===== src/rtl/boot_cfg_pkg.sv =====
package boot_cfg_pkg;

  typedef enum logic [2:0] {
    S_IDLE,
    S_FETCH_A,
    S_FETCH_D,
    S_WRITE,
    S_WAIT,
    S_DONE,
    S_ERROR
  } seq_state_t;

  typedef struct packed {
    logic ctrl;  // word is a control word
    logic fin;   // legal terminator
    logic dly;   // legal delay
    logic bad;   // malformed control word
  } cmd_t;

endpackage


===== src/rtl/boot_cfg_decode.sv =====
module boot_cfg_decode
  import boot_cfg_pkg::*;
#(
  parameter int WORD_W = 32
) (
  input  logic [WORD_W-1:0] word,
  output cmd_t              cmd
);

  localparam int FIN_POS = WORD_W - 1;
  localparam int DLY_POS = WORD_W - 2;
  localparam int RSV_TOP = WORD_W - 3;

  logic rsv_set;
  logic one_op;

  assign rsv_set = |word[RSV_TOP:1];
  assign one_op  = word[FIN_POS] ^ word[DLY_POS];

  always_comb begin
    cmd.ctrl = word[0];
    cmd.bad  = word[0] & (rsv_set | ~one_op);
    cmd.fin  = word[0] & ~cmd.bad & word[FIN_POS];
    cmd.dly  = word[0] & ~cmd.bad & word[DLY_POS];
  end

  // a legal control word never selects both operations
  always_comb begin
    a_r8_one_op : assert (!(cmd.fin && cmd.dly));
  end

endmodule


===== src/rtl/boot_cfg_timer.sv =====
module boot_cfg_timer #(
  parameter int DATA_W = 32
) (
  input  logic              clk,
  input  logic              rst,
  input  logic              load,
  input  logic [DATA_W-1:0] ticks,
  output logic              expired
);

  localparam int CNT_W = DATA_W + 3;

  logic [CNT_W-1:0] cnt;

  always_ff @(posedge clk) begin
    if (rst) begin
      cnt <= '0;
    end else if (load) begin
      cnt <= {ticks, 3'b000};
    end else if (cnt != '0) begin
      cnt <= cnt - CNT_W'(1);
    end
  end

  assign expired = (cnt == '0);

  // the delay counter falls by one per clock until it reaches zero
  a_r6_count_down : assert property (@(posedge clk) disable iff (rst)
    (!load && cnt != '0) |=> (cnt == $past(cnt) - CNT_W'(1)));

endmodule


===== src/rtl/boot_cfg_wrport.sv =====
module boot_cfg_wrport #(
  parameter int WORD_W = 32
) (
  input  logic              clk,
  input  logic              rst,
  input  logic              load,
  input  logic [WORD_W-1:0] ld_addr,
  input  logic [WORD_W-1:0] ld_data,
  input  logic              ready,
  output logic              valid,
  output logic [WORD_W-1:0] addr,
  output logic [WORD_W-1:0] data,
  output logic              accept
);

  always_ff @(posedge clk) begin
    if (rst) begin
      valid <= 1'b0;
      addr  <= '0;
      data  <= '0;
    end else if (load) begin
      valid <= 1'b1;
      addr  <= ld_addr;
      data  <= ld_data;
    end else if (valid && ready) begin
      valid <= 1'b0;
    end
  end

  assign accept = valid & ready;

  // a stalled write keeps its request and its payload
  a_r4_wr_hold : assert property (@(posedge clk) disable iff (rst)
    (valid && !ready) |=> (valid && $stable(addr) && $stable(data)));

endmodule


===== src/rtl/boot_cfg_seq.sv =====
module boot_cfg_seq
  import boot_cfg_pkg::*;
#(
  parameter int ADDR_W      = 12,
  parameter int WORD_W      = 32,
  parameter int BASE_OFS    = 128,
  parameter int MAX_ENTRIES = 40
) (
  input  logic              clk,
  input  logic              rst,
  input  logic              start,
  output logic              rd_req,
  output logic [ADDR_W-1:0] rd_addr,
  input  logic              rd_valid,
  input  logic [WORD_W-1:0] rd_data,
  output logic              wr_valid,
  output logic [WORD_W-1:0] wr_addr,
  output logic [WORD_W-1:0] wr_data,
  input  logic              wr_ready,
  output logic              busy,
  output logic              done,
  output logic              err
);

  localparam int IDX_W = (MAX_ENTRIES > 0) ? $clog2(MAX_ENTRIES + 1) : 1;
  localparam logic [ADDR_W-1:0] STEP  = ADDR_W'(4);
  localparam logic [ADDR_W-1:0] FIRST = ADDR_W'(BASE_OFS);

  seq_state_t        state;
  cmd_t              cmd;
  logic              pend_dly;
  logic [WORD_W-1:0] pend_addr;
  logic              wr_accept;
  logic              tmr_expired;
  logic              limit_hit;
  logic              can_start;
  logic              fetch_a_done;
  logic              fetch_d_done;
  logic              step;
  logic              wr_load;
  logic              tmr_load;

  boot_cfg_decode #(.WORD_W(WORD_W)) u_decode (
    .word (rd_data),
    .cmd  (cmd)
  );

  assign can_start    = start && (state == S_IDLE || state == S_DONE || state == S_ERROR);
  assign fetch_a_done = (state == S_FETCH_A) && rd_valid;
  assign fetch_d_done = (state == S_FETCH_D) && rd_valid;
  assign wr_load      = fetch_d_done && !pend_dly;
  assign tmr_load     = fetch_d_done && pend_dly;
  assign step         = ((state == S_WRITE) && wr_accept) ||
                        ((state == S_WAIT) && tmr_expired);

  boot_cfg_wrport #(.WORD_W(WORD_W)) u_wrport (
    .clk     (clk),
    .rst     (rst),
    .load    (wr_load),
    .ld_addr (pend_addr),
    .ld_data (rd_data),
    .ready   (wr_ready),
    .valid   (wr_valid),
    .addr    (wr_addr),
    .data    (wr_data),
    .accept  (wr_accept)
  );

  boot_cfg_timer #(.DATA_W(WORD_W)) u_timer (
    .clk     (clk),
    .rst     (rst),
    .load    (tmr_load),
    .ticks   (rd_data),
    .expired (tmr_expired)
  );

  generate
    if (MAX_ENTRIES > 0) begin : g_limit
      logic [IDX_W-1:0] idx;
      always_ff @(posedge clk) begin
        if (rst) begin
          idx <= '0;
        end else if (can_start) begin
          idx <= '0;
        end else if (fetch_a_done) begin
          idx <= idx + IDX_W'(1);
        end
      end
      assign limit_hit = (idx == IDX_W'(MAX_ENTRIES));
    end else begin : g_nolimit
      assign limit_hit = 1'b0;
    end
  endgenerate

  always_ff @(posedge clk) begin
    if (rst) begin
      state     <= S_IDLE;
      rd_req    <= 1'b0;
      rd_addr   <= '0;
      busy      <= 1'b0;
      done      <= 1'b0;
      err       <= 1'b0;
      pend_dly  <= 1'b0;
      pend_addr <= '0;
    end else begin
      case (state)
        S_IDLE, S_DONE, S_ERROR: begin
          if (start) begin
            state   <= S_FETCH_A;
            rd_req  <= 1'b1;
            rd_addr <= FIRST;
            busy    <= 1'b1;
            done    <= 1'b0;
            err     <= 1'b0;
          end
        end
        S_FETCH_A: begin
          if (rd_valid) begin
            if (cmd.bad) begin
              state  <= S_ERROR;
              rd_req <= 1'b0;
              busy   <= 1'b0;
              err    <= 1'b1;
            end else if (cmd.fin) begin
              state  <= S_DONE;
              rd_req <= 1'b0;
              busy   <= 1'b0;
              done   <= 1'b1;
            end else begin
              state     <= S_FETCH_D;
              rd_addr   <= rd_addr + STEP;
              pend_dly  <= cmd.dly;
              pend_addr <= rd_data;
            end
          end
        end
        S_FETCH_D: begin
          if (rd_valid) begin
            rd_req  <= 1'b0;
            rd_addr <= rd_addr + STEP;
            state   <= pend_dly ? S_WAIT : S_WRITE;
          end
        end
        S_WRITE, S_WAIT: begin
          if (step) begin
            if (limit_hit) begin
              state <= S_ERROR;
              busy  <= 1'b0;
              err   <= 1'b1;
            end else begin
              state  <= S_FETCH_A;
              rd_req <= 1'b1;
            end
          end
        end
        default: state <= S_IDLE;
      endcase
    end
  end

  // reset leaves every handshake and flag low
  a_r1_reset_quiet : assert property (@(posedge clk)
    rst |=> (!rd_req && !wr_valid && !busy && !done && !err));

  // a pending read keeps its request and address
  a_r5_rd_hold : assert property (@(posedge clk) disable iff (rst)
    (rd_req && !rd_valid) |=> (rd_req && $stable(rd_addr)));

  // reads are word aligned
  a_r2_word_align : assert property (@(posedge clk) disable iff (rst)
    rd_req |-> (rd_addr[1:0] == 2'b00));

  // nothing is requested while a delay runs
  a_r6_wait_quiet : assert property (@(posedge clk) disable iff (rst)
    (state == S_WAIT) |-> (!rd_req && !wr_valid));

  // after the terminator the ports stay silent
  a_r7_done_quiet : assert property (@(posedge clk) disable iff (rst)
    done |-> (!rd_req && !wr_valid));

  // after an error the ports stay silent
  a_r8_err_quiet : assert property (@(posedge clk) disable iff (rst)
    err |-> (!rd_req && !wr_valid));

  // terminal flags are exclusive and clear busy
  a_r11_flag_excl : assert property (@(posedge clk) disable iff (rst)
    done |-> !err);

  a_r11_flag_idle : assert property (@(posedge clk) disable iff (rst)
    (done || err) |-> !busy);

  // a start pulse while busy does not restart the read address
  a_r10_busy_start : assert property (@(posedge clk) disable iff (rst)
    (busy && start && rd_req && !rd_valid) |=> $stable(rd_addr));

endmodule


===== config.mk =====
export PLATFORM = sky130hd
export DESIGN_NAME = boot_cfg_seq
export DESIGN_NICKNAME = d
export VERILOG_FILES = /design/src/rtl/boot_cfg_pkg.sv /design/src/rtl/boot_cfg_decode.sv /design/src/rtl/boot_cfg_timer.sv /design/src/rtl/boot_cfg_wrport.sv /design/src/rtl/boot_cfg_seq.sv
export SDC_FILE = /design/constraint.sdc
export NUM_CORES = 1
export LEC_CHECK = 0
export ABC_AREA = 1
export BUFFER_PORTS_ARGS = -buffer_cell sky130_fd_sc_hd__buf_2
export CAP_MARGIN = 20
export CORE_UTILIZATION = 56
export CTS_BUF_LIST = sky130_fd_sc_hd__clkbuf_16
export DETAILED_ROUTE_END_ITERATION = 6
export GPL_TIMING_DRIVEN = 0
export PLACE_DENSITY = 0.9
export SLEW_MARGIN = 25
export SYNTH_ARGS = -nofsm -noshare
export SYNTH_HDL_FRONTEND = slang
export SYNTH_SLANG_ARGS = --single-unit

===== constraint.sdc =====
create_clock -name clk -period 2.6 [get_ports clk]
set_input_delay 0.26 -clock clk [delete_from_list [all_inputs] [get_ports clk]]
set_output_delay 0.26 -clock clk [all_outputs]
set_load 0.005 [all_outputs]

==> flow_results.org <==
** Finish
- Compared with the post-synthesis result, the final layout area differs by 19.4%.
- Share of layout cells above drive strength 1 :: roughly 15%
- Fill cell count :: between 1,000 and 1,500
- In the final design database the tool counted around 1,200 nets.

** Synthesis
- After synthesis the netlist holds a flip-flop and latch count of 156.
- Synth area leaders :: sky130_fd_sc_hd__dfxtp_1, sky130_fd_sc_hd__nand2_1, sky130_fd_sc_hd__a21oi_1
- Count of warnings emitted by yosys :: 0
- For this run, the register share of the synthesized area comes to 43.5%.
- Async set or reset register ratio after synthesis :: 0%
- The largest total area in the synthesized netlist belongs to sky130_fd_sc_hd__dfxtp_1.
- The cell area that synthesis handed to floorplanning was about 7200 um2.
- Number of distinct library cell variants in the gate-level netlist after synthesis :: 38
- sky130_fd_sc_hd__nand2_1 is the most common cell in the netlist.
- The synthesized design devotes to its leading area cell type 43.5% of total area.
- The commonest cells after synthesis are sky130_fd_sc_hd__nand2_1, sky130_fd_sc_hd__dfxtp_1, sky130_fd_sc_hd__nor2_1.
- Counting flops with a built-in enable in the synthesized netlist gives 0.
- Post-Syn Area per Cell :: approximately 7 um2
- Most common flop cell mapped by yosys :: sky130_fd_sc_hd__dfxtp_1
- Mapped Cells :: about 1,000

** Power
- Summed over all cells, the static leakage comes to ~3.7 nW.
- In this run the power spent charging and discharging nets is 3.71 mW.
- Power comes to 9.22 mW.
- Part of the total power dissipated in the clock network :: between 20 and 30%
- IR analysis of the VDD net gives a maximum drop of ~0.52 mV.
- Switching share of power :: 40.3%
- The internal portion of the total power is ~5.5 mW.
- In this run, the combinational gates consume 38.6% of the power.
- Power density over the cells :: around 1100 nW/um2
- Registers are responsible for 33.4% of the overall power.

** Critical path
- CP bufs+invs :: 3
- The cell that appears most often on the critical path is sky130_fd_sc_hd__nand2_1.
- Critical Path RT :: roughly 2.9 ns
- Top delay family on crit path :: simple AND/OR/NAND/NOR gates
- The number of cells on the worst reg-to-reg path is 12.
- The signal on the critical path passes through inv_1, ha_1, nand2_1, nor2_4, nand2_1, nor2_2, nand3_1, nand2_2, inv_2, buf_6, a21oi_1, nor2_1.
- STA puts the critical path data arrival time at roughly 2.8 ns.
- STA classifies the critical path endpoint as a flop.
- Levels on crit path :: 12
- CP peak stage delay :: approximately 0.32 ns
- For this design, the slowest cell found on the critical path is sky130_fd_sc_hd__dfxtp_1.
- Along the worst path, the maximum fanout reaches 10.
- The worst setup path is launched from a flop.
- Crit path kind :: reg -> reg

** STA
- For the pin with the worst max-slew slack, the measured transition is between 0.6 and 0.7 ns.
- Summed over all failing endpoints, the final setup total negative slack is 0 ns.
- The number of hold violations in the final report came to 0.
- Headroom to the max-slew limit came out at 53.6%.
- Unrepaired setup endpoints after global routing :: false
- For this run, the top clock speed supported by timing is around 400 MHz.
- Final-report max-slew violation count :: 0
- Min Clock Period, post-route :: approximately 2.5 ns
- On the final layout, the worst clock skew is 0.00831 ns.
- Setup violations, final :: 0
- Final critical-path share of the clock period :: 94.6%

** Hold path
- Hold Crit Depth :: 3
- The path class of the tightest hold or removal check is in -> reg.

** Routing
- Post-route DRC violation count :: 0
- Dividing the detail-routed via count by the number of cells gives between 5 and 6.
- Violation count after the first detailed-route iteration :: 1,008
- Drt total wl :: roughly 21 mm
- The detail route stage leaves a number of antenna-violating nets equal to 0.
- Drt wl/cell :: 15.7 um
- The final route contains ~7,800 vias.
- The pre-antenna-repair detailed-routing pass consisted of 6 iterations.

** Clocking
- Clock tree root buffer cell :: sky130_fd_sc_hd__clkbuf_16
- Clock transition at path regs :: 0.07 ns
- Post-CTS Resized :: 0
- Number of buffers inserted during clock tree synthesis :: 17
- The H-tree was split into 4 levels.
- After clock tree synthesis, the flow added hold-fix buffers numbering 0.
- Clock sink total :: 156
- TritonCTS clock tree :: done
- Buffer depth of the longest clock path :: 2
- For the worst-skew pair, the clock arrives at the later sink with an insertion delay of roughly 0.43 ns.
- Number of buffers inserted by post-CTS setup repair :: 0

** Placement
- Buffers added on ports :: 112
- Routability-driven placement finished with a final weighted congestion of 0.975.
- Detailed-placement wirelength estimate :: approximately 16 mm

** Global route
- Global-route wire length before repair :: 33.1 mm
- Overflow after GRT :: 0
- Tot GR Track Use :: approximately 33%
- Entering global routing, the biggest net connects 17 pins.
- Number of global-route vias before repair :: between 6,000 and 7,000
- The number of antenna violations at the first check in global routing came to 0.

** Flow run
- The tool flagged a number of max-cap violations equal to 0.

** Floorplanning
- Area of the placeable core :: roughly 13,000 um2
- Die span in x :: 115 um
- After floorplanning, the core was divided into 41 placement rows.
- Die area :: about 13,000 um2
- Die H :: 115 um
- Once the floorplan was initialized, standard cells occupied between 50% and 60% of the core.
- 118 I/O pins were placed.

** Outcome
- The run finished with clean final reports.
==> sequential cells by signal, summed over array words and instances, names as in the netlist <==
signal	flops
u_wrport.data	32
rd_addr	10
busy	1
u_wrport.valid	1
pend_dly	1
g_limit.idx	6
u_wrport.addr	32
done	1
u_timer.cnt	35
err	1
pend_addr	32
state	3
rd_req	1
==> per-stage QoR <==
stage	cell area [um2]	utilization [%]	hold slack (ns)	setup slack, ns	instances
after floorplan	7190	-	0.399	0.736	1045
after global placement	7960	63.4	0.438	0.291	1329
after detailed placement	7960	63.4	0.450	0.242	1329
after CTS	8580	68.2	0.0866	0.221	1361
after global routing	8580	68.2	0.103	0.0433	1361
final	8580	68.3	0.0962	0.139	1362
==> worst min-delay path, cell delays in order <==
cell	delay, ns
sky130_fd_sc_hd__buf_2	0.11
sky130_fd_sc_hd__nand2_1	0.06
sky130_fd_sc_hd__a21oi_1	0.05
==> layout make-up <==
cell class	count	area [um2]	share of cell area [%]
multi-input combinational	777	3610	42.0
sequential	156	3120	36.4
timing repair buffer	112	561	6.53
clock buffer	17	425	4.96
buffer	53	236	2.76
inverter	59	221	2.58
tap	172	215	2.51
clock inverter	15	188	2.19
antenna	1	2.50	0.0292
==> layer usage <==
layer / track usage, % / up-vias / wire (um)
met5: 0 / - / 0
met4: 16.2 / 0 / 987
met3: 7.91 / 94 / 2070
met2: 52.9 / 470 / 9610
met1: 40.7 / 3521 / 8750
li1: - / 3669 / -
==> power by group through the flow <==
stage                     Clock [mW]  Combinational (mW)  Sequential, mW
after floorplan                    0                2.67            3.04
after global placement             0                3.36            3.10
after detailed placement           0                3.45            3.10
after CTS                       2.59                3.48            3.06
after global routing            2.70                3.97            3.11
final                           2.58                3.56            3.07
==> cell families after synthesis <==
logic type	Yosys count	share of synthesized area, %
xor+xnor	28	3.41
compound gates	181	13.0
flops	156	43.5
buf+inv	112	6.38
simple gates	562	33.0
fa+ha+maj	4	0.697
other cells	1	0.0522
==> cells in the final DEF (no fill, tap or decap), types with 3 or more instances in the layout <==
cell type | Yosys | final
sky130_fd_sc_hd__nand2_1 | 269 | 269
sky130_fd_sc_hd__dfxtp_1 | 156 | 156
sky130_fd_sc_hd__nor2_1 | 152 | 152
sky130_fd_sc_hd__a21oi_1 | 150 | 150
sky130_fd_sc_hd__buf_2 | 9 | 121
sky130_fd_sc_hd__nand3_1 | 101 | 101
sky130_fd_sc_hd__inv_1 | 56 | 56
sky130_fd_sc_hd__clkbuf_1 | 38 | 38
sky130_fd_sc_hd__o21ai_0 | 20 | 20
sky130_fd_sc_hd__xor2_1 | 17 | 17
sky130_fd_sc_hd__clkbuf_16 | 0 | 17
sky130_fd_sc_hd__nand4_1 | 15 | 15
sky130_fd_sc_hd__xnor2_1 | 11 | 11
sky130_fd_sc_hd__buf_4 | 5 | 5
sky130_fd_sc_hd__or2_2 | 4 | 4
sky130_fd_sc_hd__ha_1 | 4 | 4
sky130_fd_sc_hd__nor3b_1 | 3 | 3
sky130_fd_sc_hd__nor3_1 | 3 | 3
sky130_fd_sc_hd__o22ai_1 | 3 | 3
sky130_fd_sc_hd__clkinv_4 | 0 | 3
sky130_fd_sc_hd__clkinvlp_4 | 0 | 3
sky130_fd_sc_hd__bufinv_16 | 0 | 3
==> worst paths after layout <==
kind	endpoint	start	slack (ns)
worst max-delay path	u_timer.cnt[25]	u_timer.cnt[0]	0.14
worst min-delay path	pend_addr[22]	rd_data[22]	0.1
worst max register to register	u_timer.cnt[25]	u_timer.cnt[0]	0.14
worst min register to register	u_wrport.data[13]	u_wrport.data[13]	0.46
Note: power is estimated with default switching activity, not from simulation.
